## src/rtl/brq_pkg.sv

```systemverilog
package brq_pkg;

    localparam int TQ_WORD_W = 32;
    localparam int TQ_KEEP_W = 28;
    localparam int TQ_PAD_W  = TQ_WORD_W - 1 - TQ_KEEP_W;

    typedef struct packed {
        logic                 vld;
        logic [TQ_KEEP_W-1:0] tgt;
    } tq_ent_t;

    function automatic logic [TQ_WORD_W-1:0] tq_word(input tq_ent_t e);
        logic [TQ_WORD_W-1:0] w;
        if (e.vld) begin
            w = {1'b1, {TQ_PAD_W{1'b0}}, e.tgt};
        end else begin
            w = '0;
        end
        return w;
    endfunction

endpackage

```

## src/rtl/brq_en_ctl.sv

```systemverilog
module brq_en_ctl (
    input  logic clk,
    input  logic rst,
    input  logic trace_en,
    input  logic br_valid,
    output logic cap,
    output logic clr_all
);
    logic en_q;

    always_ff @(posedge clk) begin
        if (rst) begin
            en_q <= 1'b0;
        end else begin
            en_q <= trace_en;
        end
    end

    assign cap     = br_valid & trace_en;
    assign clr_all = trace_en & ~en_q;

    // a wipe is a single-edge event per rise of the enable
    p_wipe_single_r9: assert property (@(posedge clk) disable iff (rst)
        clr_all |=> !clr_all);

endmodule

```

## src/rtl/brq_store.sv

```systemverilog
module brq_store
    import brq_pkg::*;
#(
    parameter int DEPTH = 8,
    localparam int IDX_W = (DEPTH > 1) ? $clog2(DEPTH) : 1
) (
    input  logic                 clk,
    input  logic                 rst,
    input  logic                 cap,
    input  logic [TQ_KEEP_W-1:0] new_tgt,
    input  logic                 clr_all,
    input  logic                 rd_clr,
    input  logic [IDX_W-1:0]     rd_idx,
    output tq_ent_t [DEPTH-1:0]  ents
);
    logic [DEPTH-1:0] vld_vec;
    logic [TQ_KEEP_W-1:0] tgt_arr [DEPTH];

    for (genvar g = 0; g < DEPTH; g++) begin : g_slot
        logic                 v_r;
        logic [TQ_KEEP_W-1:0] t_r;
        logic                 hit_here;

        assign hit_here = rd_clr && (rd_idx == IDX_W'(g));

        if (g == 0) begin : g_head
            always_ff @(posedge clk) begin
                if (rst) begin
                    v_r <= 1'b0;
                end else if (cap) begin
                    v_r <= 1'b1;
                end else begin
                    v_r <= v_r & ~clr_all & ~hit_here;
                end
            end

            always_ff @(posedge clk) begin
                if (cap) begin
                    t_r <= new_tgt;
                end
            end
        end else begin : g_body
            logic hit_prev;
            assign hit_prev = rd_clr && (rd_idx == IDX_W'(g - 1));

            always_ff @(posedge clk) begin
                if (rst) begin
                    v_r <= 1'b0;
                end else if (cap) begin
                    v_r <= vld_vec[g-1] & ~clr_all & ~hit_prev;
                end else begin
                    v_r <= v_r & ~clr_all & ~hit_here;
                end
            end

            always_ff @(posedge clk) begin
                if (cap) begin
                    t_r <= tgt_arr[g-1];
                end
            end
        end

        assign vld_vec[g]  = v_r;
        assign tgt_arr[g]  = t_r;
        assign ents[g].vld = v_r;
        assign ents[g].tgt = t_r;
    end

    // a capture always lands flagged at the entry slot
    p_cap_head_r2: assert property (@(posedge clk) disable iff (rst)
        cap |=> vld_vec[0]);

    // with no capture, wipe or read, no flag moves
    p_idle_stable_r8: assert property (@(posedge clk) disable iff (rst)
        (!cap && !clr_all && !rd_clr) |=> $stable(vld_vec));

    // a wipe without a capture leaves nothing flagged
    p_wipe_empty_r9: assert property (@(posedge clk) disable iff (rst)
        (clr_all && !cap) |=> (vld_vec == '0));

    // a read without capture drops exactly one flag
    p_read_drops_one_r5: assert property (@(posedge clk) disable iff (rst)
        (rd_clr && !cap && !clr_all) |=>
            ($countones(vld_vec) + 1 == $countones($past(vld_vec))));

endmodule

```

## src/rtl/brq_pick.sv

```systemverilog
module brq_pick
    import brq_pkg::*;
#(
    parameter int DEPTH = 8,
    localparam int IDX_W = (DEPTH > 1) ? $clog2(DEPTH) : 1
) (
    input  tq_ent_t [DEPTH-1:0]  ents,
    output logic                 any_vld,
    output logic [IDX_W-1:0]     idx,
    output logic [TQ_WORD_W-1:0] word
);
    always_comb begin
        any_vld = 1'b0;
        idx     = '0;
        for (int i = 0; i < DEPTH; i++) begin
            if (ents[i].vld) begin
                any_vld = 1'b1;
                idx     = IDX_W'(i);
            end
        end
    end

    assign word = any_vld ? tq_word(ents[idx]) : '0;

endmodule

```

## src/rtl/brtrace_queue.sv

```systemverilog
module brtrace_queue
    import brq_pkg::*;
#(
    parameter int DEPTH  = 8,
    parameter int ADDR_W = 32,
    localparam int IDX_W = (DEPTH > 1) ? $clog2(DEPTH) : 1
) (
    input  logic                 clk,
    input  logic                 rst,
    input  logic                 trace_en,
    input  logic                 br_valid,
    input  logic [ADDR_W-1:0]    br_addr,
    input  logic                 rd_en,
    output logic [TQ_WORD_W-1:0] rd_data
);
    logic                 cap;
    logic                 clr_all;
    logic                 any_vld;
    logic                 rd_clr;
    logic [IDX_W-1:0]     rd_idx;
    logic [TQ_WORD_W-1:0] pick_word;
    logic [TQ_WORD_W-1:0] rd_data_q;
    tq_ent_t [DEPTH-1:0]  ents;
    logic                 unused_hi_bits;

    assign unused_hi_bits = ^br_addr[ADDR_W-1:TQ_KEEP_W];

    brq_en_ctl u_en (
        .clk      (clk),
        .rst      (rst),
        .trace_en (trace_en),
        .br_valid (br_valid),
        .cap      (cap),
        .clr_all  (clr_all)
    );

    brq_store #(.DEPTH(DEPTH)) u_store (
        .clk     (clk),
        .rst     (rst),
        .cap     (cap),
        .new_tgt (br_addr[TQ_KEEP_W-1:0]),
        .clr_all (clr_all),
        .rd_clr  (rd_clr),
        .rd_idx  (rd_idx),
        .ents    (ents)
    );

    brq_pick #(.DEPTH(DEPTH)) u_pick (
        .ents    (ents),
        .any_vld (any_vld),
        .idx     (rd_idx),
        .word    (pick_word)
    );

    assign rd_clr = rd_en & any_vld;

    always_ff @(posedge clk) begin
        if (rst) begin
            rd_data_q <= '0;
        end else if (rd_en) begin
            rd_data_q <= pick_word;
        end
    end

    assign rd_data = rd_data_q;

    // reserved bits of the read word never set
    p_rsv_zero_r3: assert property (@(posedge clk) disable iff (rst)
        rd_data[TQ_WORD_W-2:TQ_KEEP_W] == '0);

    // the read word moves only on a read
    p_hold_r11: assert property (@(posedge clk) disable iff (rst)
        !rd_en |=> $stable(rd_data));

    // a read of an empty queue yields zero
    p_empty_zero_r6: assert property (@(posedge clk) disable iff (rst)
        (rd_en && !any_vld) |=> (rd_data == '0));

endmodule

```

## config.mk

```make
export PLATFORM = sky130hd
export DESIGN_NAME = brtrace_queue
export DESIGN_NICKNAME = d
export VERILOG_FILES = /design/src/rtl/brq_pkg.sv /design/src/rtl/brq_en_ctl.sv /design/src/rtl/brq_store.sv /design/src/rtl/brq_pick.sv /design/src/rtl/brtrace_queue.sv
export SDC_FILE = /design/constraint.sdc
export NUM_CORES = 1
export LEC_CHECK = 0
export BUFFER_PORTS_ARGS = -buffer_cell sky130_fd_sc_hd__buf_2
export CAP_MARGIN = 20
export CORE_UTILIZATION = 45
export CTS_CLUSTER_DIAMETER = 30
export DETAILED_ROUTE_END_ITERATION = 16
export GPL_TIMING_DRIVEN = 0
export PLACE_DENSITY_LB_ADDON = 0.08
export SETUP_SLACK_MARGIN = 0.05
export SLEW_MARGIN = 15
export SYNTH_ARGS = -nofsm -noshare
export SYNTH_HDL_FRONTEND = slang
export SYNTH_SLANG_ARGS = --single-unit
```

## constraint.sdc

```tcl
create_clock -name clk -period 13 [get_ports clk]
set_input_delay 1.3 -clock clk [delete_from_list [all_inputs] [get_ports clk]]
set_output_delay 1.3 -clock clk [all_outputs]
set_load 0.05 [all_outputs]
```

==> run metrics <==
Synth Area in Adders 0; Worst-Skew Late Latency about 0.56 ns; effective utilization at floorplan 0.460; setup TNS 0 ns; Post-synth EDFFs around 220; Initial DRC Count approximately 460; Layout area overhead 24.9%; placed inst area between 10,000 and 15,000 um^2; routed wire length ~24 mm; Filler Cell Count roughly 1,800; CTS sink cnt 262; drt first pass iters 5; slowest CP cell nor2_1; Cells after Synth between 700 and 800; worst slew pin tran ~0.92 ns; Max Cap Violations 0; design area around 13,000 um^2; largest stage delay on the critical path 0.71 ns; Hold EP u_store.g_slot[3].t_r[13]$_DFFE_PP_; Synth Area in XOR/XNOR 0; relative max-transition margin 0.385; post-route ant nets 0; Seq cells post-synth approximately 260; grt ovf 0; Max H-tree Level 2; Worst R2R Start u_store.g_slot[4].v_r$_SDFF_PP0_; synth warn 0; FMAX about 0.34 GHz; DR vias/cell 5.65; clk_skew roughly 0.015 ns; via count of the first global-routing pass 6,653; Post-synth ARST share 0; Post-Syn Area approximately 10,000 um^2; largest net degree at the start of global routing 94; Avg Synthesized Cell Area ~15 um^2; worst path cell trace buf_2 > nor2_1 > clkbuf_1 > and2_1 > a2111oi_0 > a211o_1 > o21ai_1; postcts setup bufs 0; largest family of logic cells by synthesized area compound AO/OA/AOI/OAI gates; ys flop type edfxtp_1; Hold Path Stages 0; DRC violations left 0; die area roughly 24,000 um^2; sequential fraction of the synthesis area 0.719; r2r setup slk roughly 11 ns; layout cells sized above 1 0.217; routed via count 6,552; Final #Nets 868; Ant. Diodes 0; overall routing resource usage 0.207; CP Capture Type register; compound-cell area share of the yosys netlist 0.159; Slew Viols, Final 0; outcome completed; hold buffer count at cts 0; CTS Buffer Depth 3; RSZ-0062 raised after global routing false; Max IR drop VDD between 100 and 150 uV; Synth Area in Simple Gates 0.0827; fin crit share 0.226; Crit path arrival time about 3.4 ns; Distinct cells, synth between 50 and 60; PwrDens roughly 190 nW/um^2; setup violators final 0; crit path time final between 2 and 3 ns; Wirelength per Cell a little over 20 um; wire length of the first global-routing pass 37.2 mm; Hold Vio Cnt, Final 0; Final GP Congestion between 0.7 and 0.8; Die Width around 150 um; HPWL after DPL 14.2 mm; type of origin of the critical path primary input; Static Leak 4.59 nW; initial antenna violation count 0; Row Count 55; core footprint 22,600 um^2; R2R depth 7; CTS Buf Count 55; post-synthesis mux area share 0.00108; hold wc startpoint u_store.g_slot[2].t_r[13]$_DFFE_PP_; I/O pins slightly below 70; CTS Root Cell clkbuf_16; Worst-path clk slew roughly 0.050 ns; Hold Path Class reg2reg; CP Class in2reg; port bufs slightly below 60; post-CTS resize count 0; r2r endpoint rd_data[24]$_SDFFE_PP0P_; Crit Path Max Fanout 10; CTS tree yes; Req. time, crit path between 10 and 15 ns; Die Ht 154 um
-- routing by layer --
| layer | vias up | share of wire | wire [um] | global-route usage |
|---|---|---|---|---|
| met1 | 3207 | 0.44 | 10500 | 0.273 |
| met5 | - | 0 | 0 | 0 |
| met3 | 44 | 0.061 | 1470 | 0.0440 |
| li1 | 3082 | - | - | - |
| met2 | 219 | 0.48 | 11600 | 0.337 |
| met4 | 0 | 0.019 | 463 | 0.0748 |
-- logic make-up after synthesis --
kind of cell	Yosys count
compound gates	223
mux	1
other cells	1
flops	262
buf+inv	81
simple gates	143
-- sequential cells by signal, summed over array words and instances, names as in the netlist --
register / count
u_store.g_slot.v_r: 8
u_store.g_slot.t_r: 224
u_en.en_q: 1
rd_data: 29
-- cell type report --
type	instances	area, um^2	share of cell area
plain buffers	48	269	0.0207
clock buffers	75	1530	0.118
clock inverters	26	344	0.0264
inverters	33	129	0.00990
multi-input cells	370	2540	0.195
flip-flops and latches	262	7490	0.575
well taps	285	357	0.0274
repair buffers	61	350	0.0269
-- cell usage in the layout (no fill, tap or decap), types with 5 or more instances in the layout --
cell       synthesis  routed
nor3b_1           27      27
a2111oi_0         26      26
nor2_1            35      35
o221ai_1          27      27
a211o_1           26      26
and2_1            27      27
dfxtp_1           38      38
clkbuf_16          0      56
inv_1             32      32
clkinv_1           1       8
o21ai_1           25      25
a21oi_1           34      34
bufinv_16          0       7
a211oi_1          54      54
buf_4              5       5
buf_2             20      79
nand2b_1          29      29
buf_6              6       6
edfxtp_1         224     224
nand2_1            7       7
clkbuf_8           0       6
clkinv_2           0       6
clkbuf_1          15      28
-- through the flow --
step           instances  setup slack, ns  hold slack (ns)  utilization  power [mW]
2_1_floorplan        713             5.30            0.418            -        1.02
3_3_place_gp        1057             2.75            0.425        0.489        1.04
3_5_place_dp        1059             9.53            0.427        0.492        1.04
4_1_cts             1160            10.09            0.441        0.575        2.43
5_1_grt             1160             9.91            0.445        0.575        2.48
6_report            1160            10.07            0.434        0.575        2.41
-- Yosys cell counts, drive strengths merged (8+ instances only) --
library cell	instances	share of area
a2111oi	27	0.023
a211o	28	0.024
a211oi	55	0.041
a21oi	34	0.016
and2	27	0.016
buf	33	0.020
clkbuf	15	0.0054
dfxtp	38	0.073
edfxtp	224	0.65
inv	32	0.012
nand2	8	0.0031
nand2b	29	0.017
nor2	36	0.013
nor3b	28	0.021
o21ai	29	0.015
o221ai	27	0.023
-- critical path: cells and delay by family --
family | cells | cell delay (ns)
and+or+nand+nor | 2 | 0.95
AOI/OAI and AO/OA | 3 | 0.50
buffers and inverters | 2 | 0.66
-- power by group --
group / internal (mW) / switching [mW] / total [mW]
combinational: 0.0183 / 0.0450 / 0.0633
clock: 0.956 / 0.431 / 1.39
sequential: 0.948 / 0.0142 / 0.963
-- worst max-delay path by stage --
stage	start	endpoint	slack (ns)	cells past startpoint
after CTS	rst	rd_data[17]$_SDFFE_PP0P_	10.09	7
final	rst	rd_data[18]$_SDFFE_PP0P_	10.07	7
after global placement	trace_en	u_store.g_slot[1].t_r[15]$_DFFE_PP_	2.75	3
after floorplan	br_valid	u_store.g_slot[1].v_r$_SDFF_PP0_	5.30	4
after global routing	rst	rd_data[18]$_SDFFE_PP0P_	9.91	7
after detailed placement	rst	rd_data[17]$_SDFFE_PP0P_	9.53	7
No activity file was read; power rests on OpenSTA's default activity.
